<file path="config.mk">
export PLATFORM = sky130hd
export DESIGN_NAME = i2c_rx_target
export DESIGN_NICKNAME = d
export VERILOG_FILES = /design/src/rtl/i2c_tgt_pkg.sv /design/src/rtl/i2c_tgt_line_sync.sv /design/src/rtl/i2c_tgt_cond_detect.sv /design/src/rtl/i2c_tgt_byte_shifter.sv /design/src/rtl/i2c_rx_target.sv
export SDC_FILE = /design/constraint.sdc
export NUM_CORES = 1
export LEC_CHECK = 0
export BUFFER_PORTS_ARGS = -buffer_cell sky130_fd_sc_hd__buf_2
export CAP_MARGIN = 20
export CORE_UTILIZATION = 59
export DETAILED_ROUTE_END_ITERATION = 10
export PLACE_DENSITY = 0.88
export SETUP_SLACK_MARGIN = 0.2
export SKIP_LAST_GASP = 1
export SLEW_MARGIN = 40
export SYNTH_ARGS = -nofsm -noshare
export SYNTH_HDL_FRONTEND = slang
export SYNTH_SLANG_ARGS = --single-unit
export TNS_END_PERCENT = 30
</file>
<file path="constraint.sdc">
create_clock -name clk -period 3.4 [get_ports clk]
set_clock_uncertainty 0.05 [all_clocks]
set_input_delay 0.17 -clock clk [delete_from_list [all_inputs] [get_ports clk]]
set_output_delay 0.17 -clock clk [all_outputs]
set_load 0.03 [all_outputs]
</file>
<file path="src/rtl/i2c_tgt_pkg.sv">
package i2c_tgt_pkg;
  localparam int ADDR_W = 7;
  localparam int BYTE_W = 8;

  // Address byte selects this target for a write transfer
  function automatic logic addr_hit(input logic [BYTE_W-1:0] b,
                                    input logic [ADDR_W-1:0] own);
    return (b[BYTE_W-1:1] == own) && !b[0];
  endfunction
endpackage

</file>
<file path="src/rtl/i2c_tgt_line_sync.sv">
module i2c_tgt_line_sync #(
  parameter int STAGES = 2
) (
  input  logic clk,
  input  logic rst_n,
  input  logic din,
  output logic level,
  output logic rise,
  output logic fall
);
  logic [STAGES-1:0] chain;
  logic              prev;

  always_ff @(posedge clk) begin
    if (!rst_n) begin
      chain <= '1;
      prev  <= 1'b1;
    end else begin
      chain <= {chain[STAGES-2:0], din};
      prev  <= chain[STAGES-1];
    end
  end

  assign level = chain[STAGES-1];
  assign rise  = level & ~prev;
  assign fall  = ~level & prev;
endmodule

</file>
<file path="src/rtl/i2c_tgt_cond_detect.sv">
module i2c_tgt_cond_detect (
  input  logic scl_lvl,
  input  logic scl_rise,
  input  logic sda_rise,
  input  logic sda_fall,
  output logic start_ev,
  output logic stop_ev
);
  logic scl_steady_hi;
  assign scl_steady_hi = scl_lvl & ~scl_rise;
  assign start_ev      = scl_steady_hi & sda_fall;
  assign stop_ev       = scl_steady_hi & sda_rise;
endmodule

</file>
<file path="src/rtl/i2c_tgt_byte_shifter.sv">
module i2c_tgt_byte_shifter #(
  parameter int W = 8
) (
  input  logic         clk,
  input  logic         rst_n,
  input  logic         clear,
  input  logic         shift_en,
  input  logic         bit_in,
  output logic [W-1:0] data,
  output logic         full
);
  localparam int CW = $clog2(W + 1);
  localparam logic [CW-1:0] LAST = CW'(W);

  logic [CW-1:0] cnt;

  always_ff @(posedge clk) begin
    if (!rst_n) begin
      cnt  <= '0;
      data <= '0;
    end else if (clear) begin
      cnt <= '0;
    end else if (shift_en) begin
      cnt  <= cnt + 1'b1;
      data <= {data[W-2:0], bit_in};
    end
  end

  assign full = (cnt == LAST);
endmodule

</file>
<file path="src/rtl/i2c_rx_target.sv">
module i2c_rx_target
  import i2c_tgt_pkg::*;
#(
  parameter int SYNC_STAGES = 2
) (
  input  logic              clk,
  input  logic              rst_n,
  input  logic              scl_i,
  input  logic              sda_i,
  output logic              scl_oe,
  output logic              sda_oe,
  input  logic [ADDR_W-1:0] own_addr,
  input  logic              ack_ready,
  output logic              rx_valid,
  output logic [BYTE_W-1:0] rx_data
);
  localparam int NLINES = 2;

  logic [NLINES-1:0] line_in, line_lvl, line_rise, line_fall;
  assign line_in = {sda_i, scl_i};

  for (genvar g = 0; g < NLINES; g++) begin : g_sync
    i2c_tgt_line_sync #(.STAGES(SYNC_STAGES)) u_sync (
      .clk(clk), .rst_n(rst_n), .din(line_in[g]),
      .level(line_lvl[g]), .rise(line_rise[g]), .fall(line_fall[g])
    );
  end

  // Named bus events, visible to the checker
  logic scl_lvl, scl_rise, scl_fall, sda_lvl;
  logic start_ev, stop_ev;
  assign scl_lvl  = line_lvl[0];
  assign scl_rise = line_rise[0];
  assign scl_fall = line_fall[0];
  assign sda_lvl  = line_lvl[1];

  i2c_tgt_cond_detect u_cond (
    .scl_lvl(scl_lvl), .scl_rise(scl_rise),
    .sda_rise(line_rise[1]), .sda_fall(line_fall[1]),
    .start_ev(start_ev), .stop_ev(stop_ev)
  );

  logic busy, first_byte, addressed, ack_phase, decided, want_ack, sda_drv;
  logic byte_full, shift_en, shr_clear;
  logic [BYTE_W-1:0] shr_data;
  logic ack_entry, ack_rise, ack_exit, entry_want;

  assign ack_entry  = busy & byte_full & ~ack_phase & scl_fall;
  assign ack_rise   = ack_phase & scl_rise;
  assign ack_exit   = ack_phase & scl_fall;
  assign entry_want = first_byte ? addr_hit(shr_data, own_addr) : addressed;
  assign shift_en   = busy & scl_rise & ~byte_full & ~ack_phase;
  assign shr_clear  = start_ev | stop_ev | ack_exit;

  i2c_tgt_byte_shifter #(.W(BYTE_W)) u_shr (
    .clk(clk), .rst_n(rst_n), .clear(shr_clear), .shift_en(shift_en),
    .bit_in(sda_lvl), .data(shr_data), .full(byte_full)
  );

  always_ff @(posedge clk) begin
    if (!rst_n) begin
      busy <= 1'b0; first_byte <= 1'b0; addressed <= 1'b0;
      ack_phase <= 1'b0; decided <= 1'b0; want_ack <= 1'b0;
      sda_drv <= 1'b0; rx_valid <= 1'b0; rx_data <= '0;
    end else begin
      rx_valid <= 1'b0;
      if (start_ev || stop_ev) begin
        busy <= start_ev; first_byte <= start_ev; addressed <= 1'b0;
        ack_phase <= 1'b0; decided <= 1'b0; want_ack <= 1'b0;
        sda_drv <= 1'b0;
      end else begin
        if (ack_phase && !decided && ack_ready) begin
          decided <= 1'b1;
          sda_drv <= 1'b1;
        end
        if (ack_entry) begin
          ack_phase <= 1'b1;
          want_ack  <= entry_want;
          decided   <= ~entry_want | ack_ready;
          sda_drv   <= entry_want & ack_ready;
        end
        if (ack_rise) begin
          if (first_byte) begin
            addressed  <= want_ack;
            busy       <= want_ack;
            first_byte <= 1'b0;
          end else if (addressed) begin
            rx_valid <= 1'b1;
            rx_data  <= shr_data;
          end
        end
        if (ack_exit) begin
          ack_phase <= 1'b0; decided <= 1'b0; want_ack <= 1'b0;
          sda_drv <= 1'b0;
        end
      end
    end
  end

  assign scl_oe = ack_phase & want_ack & ~decided;
  assign sda_oe = sda_drv;
endmodule

</file>
# Yosys cells after proc, flatten, opt, wreduce, memory -nomap -nowiden
# Cells that the tools add are included.
totals:
  regBits: 34
  input_bits: 12
  output_inout_bits: 11
  wordCells: 80
classes:
  add_sub_neg: 1
  n_eq_ne: 2
  mux: 10
  bitwise: 35
  reduce_logical: 17
ops:
  columns: ["operator", "count"]
  rows:
  - ["$and A1 B1 Y1", 18]
  - ["$not A1 Y1", 14]
  - ["$mux W1", 10]
  - ["$eq A7 B7 Y1", 1]
  - ["$reduce_and A2 Y1", 3]
  - ["$reduce_bool A2 Y1", 3]
  - ["$add A4 B1 Y4 const B", 1]
  - ["$eq A4 B4 Y1 const B", 1]
  - ["$reduce_and A4 Y1", 1]
  - ["$reduce_or A2 Y1", 2]
  - ["$reduce_or A4 Y1", 1]
  - ["$logic_and A1 B1 Y1", 3]
  - ["$or A1 B1 Y1", 3]
  - ["$reduce_or A3 Y1", 1]
  - ["$logic_not A1 Y1", 2]
  - ["$logic_or A1 B1 Y1", 1]

# Longest topological paths before layout
# Gate-level depths: netlist of the first run.
depth:
  depth_word: 9
  depth_mapped: 7
  depth_no_buf: 6

# Hierarchy
# A second synthesis of the first run with hierarchy kept.
hier_totals:
  cells_unflattened: 154
  area_unflattened_um2: 1491.4
modules_own_cells:
  columns: ["module", "n_inst", "cells_each", "area_each_um2", "seq_area_each_um2"]
  rows:
  - ["i2c_rx_target", 1, 80, 762.0, 320.3]
  - ["i2c_tgt_byte_shifter", 1, 56, 529.3, 240.2]
  - ["i2c_tgt_line_sync", 2, 8, 91.3, 60.1]
  - ["i2c_tgt_cond_detect", 1, 2, 17.5, 0.0]

# Worst setup path after synthesis of the first run
# OpenSTA, ideal clock, no wires.
synth_path:
  path_kind: "reg2out"
  from: "register ack_phase"
  to: "output port scl_oe"
  arrival_ns: 1.186
  t_required_ns: 3.180
  path_slack_ns: 1.994
  path_stages_with_launch: 4
  n_path_buf: 1
  cell_sequence: "dfxtp_1 -> buf_6 -> inv_1 -> nor3b_1"
synth_between:
  elab_chain_len: 2
synth_rtl:
  columns: ["element", "line_no", "text"]
  rows:
  - ["start, declared", "i2c_rx_target.sv:43", "logic busy, first_byte, addressed, ack_phase, decided, want_ack, sda_drv;"]
  - ["start signal, assigned", "i2c_rx_target.sv:63", "ack_phase <= 1'b0; decided <= 1'b0; want_ack <= 1'b0;"]
  - ["start signal, assigned", "i2c_rx_target.sv:69", "ack_phase <= 1'b0; decided <= 1'b0; want_ack <= 1'b0;"]
  - ["start signal, assigned", "i2c_rx_target.sv:77", "ack_phase <= 1'b1;"]
  - ["$and A1 B1 Y1 (2 in a row)", "i2c_rx_target.sv:100", "assign scl_oe = ack_phase & want_ack & ~decided;"]
  - ["end, declared", "i2c_rx_target.sv:10", "output logic scl_oe,"]
# No other way between the ends.

# Worst setup path after layout of the first run
layout_path:
  from: "register u_shr.cnt[0]"
  to: "register decided"
layout_between:
  elab_chain_len: 5
  word_cells_on_any_way: 6
  cone_classes: "eq/ne: 1; mux: 1; bitwise: 3; reduce/logical: 1"
layout_rtl:
  columns: ["element", "line_no", "text"]
  rows:
  - ["start, declared", "i2c_tgt_byte_shifter.sv:15", "logic [CW-1:0] cnt;"]
  - ["start signal, assigned", "i2c_tgt_byte_shifter.sv:24", "cnt <= cnt + 1'b1;"]
  - ["$eq A4 B4 Y1 (*)", "i2c_tgt_byte_shifter.sv:29", "assign full = (cnt == LAST);"]
  - ["$and A1 B1 Y1 (*) (3 in a row)", "i2c_rx_target.sv:48", "assign ack_entry = busy & byte_full & ~ack_phase & scl_fall;"]
  - ["$mux W1 / $reduce_bool A2 Y1 (equally long branches)", null, null]
  - ["end signal, assigned", "i2c_rx_target.sv:79", "decided <= ~entry_want | ack_ready;"]
  - ["end, declared", "i2c_rx_target.sv:43", null]
# Every way passes the cells marked *; elsewhere a longest branch is shown, timed or not.
# A chain may end at the register's enable or synchronous reset.

==> results.md, run 1 <==
- Status: complete, no violations
- Cell accounting for the most synthesized area: dfxtp_1
- Synthesized area: 1524 um2
- Final-layout fill cell count: 195
- Worst EP arrival: 2.03 ns
- Post-synthesis cell type count: 39
- DRT iter0 DRCs: 14
- Area contributors post-synth: dfxtp_1 (45%), mux2i_1 (6.6%), xor2_1 (5.2%)
- # IOs: 23
- Async SR Flop Fraction: 0%
- H-tree Lvls: 2
- Final worst-path cycle share: 54.42%
- Slew Viols, Final: 0
- Chip Width: 52.83 um
- Dpl hpwl: ~2.1 mm
- Worst-Margin Slew: 0.6002 ns
- TritonCTS clock tree: yes
- Most used DFF post-synth: dfxtp_1
- Vias in the first global route: 1,129
- Buffers on Ports: 22
- Fin crit period: about 1.9 ns
- Post-cts sizing count: 0
- Post-CTS setup repair buffer count: 0
- Top-count cell post-synth: dfxtp_1
- Type of the most critical hold path: input pin to flip-flop
- Yosys top cell area share: 44.66%
- Cell family with most CP delay: simple AND/OR/NAND/NOR gates
- Largest net degree at the start of global routing: 28
- Overall routing resource usage: approximately a quarter
- Vias per inst: ~5.5
- DIE AREA: between 2000 and 3000 um2
- Clock latency on the worst-skew pair: roughly 0.34 ns
- Post-Syn Nets: 171
- DRT antenna net count: 0
- Synth warn: 0
- Final setup violation count: 0
- FF-to-FF setup slack: 1.55 ns
- Fin. Hold Viols: 0
- Starting Density: between 60% and 70%
- CP max stage delay: 0.42 ns
- Row count: 18
- NumNets Final: between 150 and 200
- CTS Buf Count: 5
- Top cells by count, synth: dfxtp_1 (34), nand2_1 (12), mux2i_1 (10), nand3_1 (10), nor2_1 (10)
- Leakage: about 0.66 nW
- Yosys reg bits: 34
- Final setup TNS: 0 ns
- Die Y: 52.83 um
- Critical path, cell by cell: inv_1 > ha_1 > nand3b_1 > nor2_4 > a211oi_1 > a311oi_1
- Critical path buffers and inverters: 1
- CP endpoint kind: flip-flop
- Ant. Diodes: 0
- Clock Pin Slew Worst Setup and Hold Paths: 0.10 ns
- Core area: about 2500 um2
- Worst EP required: 3.58 ns
- Routed WL per cell: roughly 14 um
- GRT overflow: 0
- Clock Tree Root: clkbuf_4
- Area taken by multi-input logic gates: 768.2 um2
- CTS sink cnt: 34
- Fraction of layout cells with a size suffix above 1: between 10% and 20%
- Post-Place Cell Area: 1615 um2
- First-pass GRT wire length: 4.912 mm
- Synthesis-to-layout area growth: 11.25%
- Seq/Total Area, Yosys: 44.66%
- Wirelength, routed: 2.952 mm
- Critical Path Fanout Max: 13
- Initial antenna violation count: 0
- Pwr Density: around 400 nW/um2
- Setup CP Type: flip-flop to flip-flop
- Routed via count: between 1,000 and 1,500
- Fmax: approximately 540 MHz
- EDFF count, synth: 0
- DRT Pass-1 Iters: 4
- Slew Limit Headroom: 59.87%
- RD Place Congestion: 0.8787
- Register area: 680.7 um2
- Maxcap violations: 0
- Max VDD drop: 0.3306 mV
- Worst Setup Start Kind: flip-flop
- Critical Path Slowest Stage Cell: nand3b_1
- RSZ-0062 raised after global routing: no
- Synth Instances: between 150 and 200
- Post-synthesis area per instance: 9.707 um2
- DR DRC count: 0
- Fin area: 1695 um2
- Clk buf depth: 2
==> sequential cells by signal, summed over array words and instances (netlist names) <==
register,cells
addressed,1
sda_oe,1
first_byte,1
g_sync.u_sync.chain,4
u_shr.cnt,4
busy,1
u_shr.data,8
g_sync.u_sync.prev,2
want_ack,1
decided,1
rx_data,8
ack_phase,1
rx_valid,1
==> report_power, final <==
part           leakage [nW]  switching, W  total (W)  internal (W)
clock                0.0353      0.000130   0.000230      0.000100
combinational         0.353     0.0000184  0.0000358     0.0000174
sequential            0.275    0.00000511   0.000407      0.000402
==> placed cells by master, fill, tap and decap left out, drive strengths merged, types with 7 or more instances in the layout <==
cell type,synthesis,routed
mux2i,10,10
xor2,9,9
nor2,11,11
dfxtp,34,34
nand2b,8,8
nand2,13,13
nand3,11,11
clkbuf,2,7
buf,5,22
a21boi,8,8
nor2b,10,10
==> worst reg2reg max path: stages (launching register included) <==
cell and delay (ns):
dfxtp_1 0.34, inv_1 0.10, ha_1 0.15, nand3b_1 0.42, nor2_4 0.34, a211oi_1 0.08, a311oi_1 0.29
==> cells by family after synthesis <==
| group | after synthesis | share of synthesized area (%) |
|---|---|---|
| flip-flops | 34 | 44.66 |
| AO/OA/AOI/OAI | 26 | 12.15 |
| multiplexers | 10 | 6.568 |
| adder cells (fa/ha/maj) | 2 | 1.642 |
| buffers and inverters | 12 | 4.926 |
| AND/OR/NAND/NOR | 62 | 23.73 |
| XOR/XNOR | 11 | 6.322 |
==> layer usage <==
layer  up-vias  GRT usage, %  routed length [um]
li1        586             -                   -
met1       543         29.48                1358
met2        23         40.30                1417
met3         9         6.667                  98
met4         0         15.79                  78
met5         -             0                   0
==> final timing paths <==
| kind | start | cells after the start | to |
|---|---|---|---|
| max | u_shr.cnt[0]$_SDFFE_PP0P_ | 6 | decided$_SDFFE_PP0P_ |
| min | ack_ready | 3 | sda_oe$_SDFFE_PP0P_ |
| max reg2reg | u_shr.cnt[0]$_SDFFE_PP0P_ | 6 | decided$_SDFFE_PP0P_ |
| min reg2reg | g_sync[1].u_sync.chain[0]$_SDFF_PN1_ | 1 | g_sync[1].u_sync.chain[1]$_SDFF_PN1_ |
==> through the flow <==
stage	utilization, %	setup slack [ns]	hold slack [ns]	power (W)	cells
floorplan	-	1.994	0.1930	0.0004371	157
global placement	65.80	1.766	0.2989	0.0004479	202
detailed placement	65.80	1.606	0.3078	0.0004505	202
CTS	69.06	1.602	0.08596	0.0006783	212
global route	69.06	1.438	0.1274	0.0007017	212
finish	69.06	1.550	0.09793	0.0006730	212
==> timing repair <==
action	4_1_cts	5_1_grt
hold endpoints to repair	2	0
endpoints found under the setup margin	0	0
hold buffers	2	0
==> layout make-up <==
class	count	area share, %
clock buffer	7	3.247
clock inverter	1	0.2952
inverter	5	1.107
multi-input combinational	111	45.31
sequential	34	40.15
tap	30	2.214
timing repair buffer	24	7.675
No activity file was read; power rests on OpenSTA's default activity.
==> inputs of run 2 (changes only) <==
--- a/config.mk
+++ b/config.mk
@@ -7,9 +7,9 @@
 export LEC_CHECK = 0
 export BUFFER_PORTS_ARGS = -buffer_cell sky130_fd_sc_hd__buf_2
 export CAP_MARGIN = 20
-export CORE_UTILIZATION = 59
+export CORE_UTILIZATION = 50
 export DETAILED_ROUTE_END_ITERATION = 10
-export PLACE_DENSITY = 0.88
+export PLACE_DENSITY = 0.8
 export SETUP_SLACK_MARGIN = 0.2
 export SKIP_LAST_GASP = 1
 export SLEW_MARGIN = 40
==> constraint.sdc (replaced) <==
create_clock -name clk -period 1.6 [get_ports clk]
set_clock_uncertainty 0.05 [all_clocks]
set_input_delay 0.08 -clock clk [delete_from_list [all_inputs] [get_ports clk]]
set_output_delay 0.08 -clock clk [all_outputs]
set_load 0.03 [all_outputs]
==> run 2 against run 1 <==
The run now ends with DRC left. Sequential cell count stayed put. Design area is 15% higher. Worst setup slack worse by 1.4 ns.
==> results.md, run 2 (same netlist as run 1, synthesis figures left out) <==
- Status: finished with violations (was complete, no violations)
- Violated checks: DRC
- Worst EP required: 1.82 ns (was 3.58 ns)
- Starting Density: 53.87% (was 62.08%)
- Dpl hpwl: 2.023 mm (was 2.111 mm)
- Die Y: 57.21 um (was 52.83 um)
- Final setup TNS: 0 ns (unchanged)
- Core area: 2829 um2 (was 2455 um2)
- Chip Width: 57.21 um (was 52.83 um)
- NumNets Final: 214 (was 195)
- Ant. Diodes: 0 (unchanged)
- Fraction of layout cells with a size suffix above 1: 33.83% (was 19.78%)
- CTS Buf Count: 5 (unchanged)
- Vias per inst: 5.422 (was 5.476)
- DRT antenna net count: 0 (unchanged)
- First-pass GRT wire length: 4.968 mm (was 4.912 mm)
- # IOs: 23 (unchanged)
- Clk buf depth: 2 (unchanged)
- Reg2reg end: want_ack$_SDFFE_PP0P_ (was decided$_SDFFE_PP0P_)
- Most frequent cells in the layout: dfxtp_1 (27), buf_2 (23), nand2_1 (11), buf_4 (11) (was dfxtp_1 (34), buf_2 (22), nand2_1 (12))
- Fin crit period: 1.405 ns (was 1.850 ns)
- RSZ-0062 raised after global routing: yes (was no)
- Final Core Density: 68.73% (was 69.06%)
- Part of the power in combinational logic: 6.3% (was 5.3%)
- Final worst-path cycle share: 87.83% (was 54.42%)
- Maxcap violations: 0 (unchanged)
- CTS sink cnt: 34 (unchanged)
- RR Startpoint: u_shr.data[4]$_SDFFE_PN0P_ (was u_shr.cnt[0]$_SDFFE_PP0P_)
- Worst EP arrival: 1.63 ns (was 2.03 ns)
- Internal Power: 0.001116 W (was 0.0005200 W)
- WHS Endpoint: sda_oe$_SDFFE_PP0P_ (unchanged)
- Clock latency on the worst-skew pair: 0.34 ns (about the same)
- Slew Limit Headroom: 82.88% (was 59.87%)
- Reg power frac: 59.4% (was 60.5%)
- Worst Setup Start Kind: flip-flop (unchanged)
- H-tree Lvls: 2 (unchanged)
- Commonest non-fill, non-tap cell in the layout: dfxtp_1 (unchanged)
- Clock Pin Slew Worst Setup and Hold Paths: 0.10 ns (about the same)
- Routed WL per cell: 13.71 um (was 13.92 um)
- GRT overflow: 0 (unchanged)
- CP endpoint kind: flip-flop (unchanged)
- Type of the most critical hold path: input pin to flip-flop (unchanged)
- Buffers on Ports: 22 (unchanged)
- Final-layout fill cell count: 224 (was 195)
- Initial antenna violation count: 0 (unchanged)
- Hold path start: rst_n (was ack_ready)
- Psw: 0.0003419 W (was 0.0001530 W)
- Wirelength, routed: 3.181 mm (was 2.952 mm)
- Largest registers: rx_data x8, u_shr.data x8 (unchanged)
- Final setup violation count: 0 (unchanged)
- Synthesis-to-layout area growth: 27.59% (was 11.25%)
- Routed via count: 1,258 (was 1,161)
- Reg2reg path depth: 4 (was 6)
- DR DRC count: 2 (was 0)
- Fmax: 711.6 MHz (was 540.5 MHz)
- Largest net degree at the start of global routing: 21 (was 28)
- Hold depth: 3 (unchanged)
- DIE AREA: 3272 um2 (was 2790 um2)
- DRT Pass-1 Iters: 7 (was 4)
- Pwr Density: 749.6 nW/um2 (was 397.0 nW/um2)
- Row count: 19 (was 18)
- Clock power frac: 34.2% (was 34.1%)
- Slew Viols, Final: 0 (unchanged)
- Max VDD drop: 0.7844 mV (was 0.3306 mV)
- Worst-Margin Slew: 0.2548 ns (was 0.6002 ns)
- Leakage: 0.7687 nW (was 0.6634 nW)
- Sw frac: 23.46% (was 22.74%)
- TritonCTS clock tree: yes (unchanged)
- Clock Tree Root: clkbuf_4 (unchanged)
- Vias in the first global route: 1,140 (was 1,129)
- RD Place Congestion: 0.8378 (was 0.8787)
- DRT iter0 DRCs: 28 (was 14)
- Critical Path Fanout Max: 4 (was 13)
- Fin. Hold Viols: 0 (unchanged)
- Overall routing resource usage: 20.03% (was 25.18%)
- FF-to-FF setup slack: 0.19 ns (was 1.55 ns)
- Setup CP Type: flip-flop to flip-flop (unchanged)
-- run 2: worst max path at each step --
stage | startpoint | end | slack, ns
global placement | u_shr.cnt[0]$_SDFFE_PP0P_ | u_shr.cnt[0]$_SDFFE_PP0P_ | 0.17
floorplan | u_shr.cnt[0]$_SDFFE_PP0P_ | u_shr.cnt[2]$_SDFFE_PP0P_ | 0.26
finish | u_shr.data[4]$_SDFFE_PN0P_ | want_ack$_SDFFE_PP0P_ | 0.19
global route | u_shr.data[4]$_SDFFE_PN0P_ | want_ack$_SDFFE_PP0P_ | 0.12
CTS | first_byte$_SDFFE_PN0P_ | want_ack$_SDFFE_PP0P_ | 0.16
detailed placement | u_shr.cnt[0]$_SDFFE_PP0P_ | decided$_SDFFE_PP0P_ | 0.03
-- run 2: layout make-up --
class	instances	area [um2]	share of cell area (%)
Multi-Input combinational cell	111	834.6	42.92
Sequential cell	34	691.9	35.59
Timing Repair Buffer	43	300.3	15.44
Clock buffer	7	55.05	2.831
Tap cell	31	38.79	1.995
Inverter	5	18.77	0.9653
Clock inverter	1	5.005	0.2574
-- run 2: what timing repair did --
action,in CTS,in global routing
hold buffers,5,1
setup endpoints to repair,16,25
gates cloned,0,1
pin swaps,4,4
hold endpoints to repair,5,1
buffers inserted,2,9
gates resized for setup,5,18
-- run 2: layer usage --
layer  global-route usage, %  share of wire [%]
met1                   24.68                 46
met2                   31.26                 48
met3                   7.710                4.9
met4                   8.711                1.3
met5                       0                  0
-- run 2: worst max-delay path, cell delays in order, from the launching register on --
cell,delay (ns)
dfxtp_1,0.37
xor2_2,0.20
nor4_4,0.30
a31oi_2,0.18
a211oi_2,0.23
-- run 2: power by group through the flow --
stage	clock (W)	combinational [W]	sequential [W]
4_1_cts	0.000501	0.0000841	0.000866
6_report	0.000499	0.0000921	0.000866
2_1_floorplan	0	0.0000483	0.000881
5_1_grt	0.000547	0.000101	0.000868
3_5_place_dp	0	0.0000721	0.000885
3_3_place_gp	0	0.0000696	0.000885
-- run 2: per-stage QoR --
step           cells  total power [W]  hold WS, ns  setup WS, ns  cell area, um2
4_1_cts          221         0.001451     0.001037        0.1631            1783
6_report         232         0.001457      0.03860        0.1948            1944
3_5_place_dp     206        0.0009572       0.2147       0.03276            1639
5_1_grt          232         0.001515      0.03888        0.1231            1944
3_3_place_gp     206        0.0009542       0.2113        0.1714            1639
2_1_floorplan    157        0.0009289       0.1030        0.2613            1524
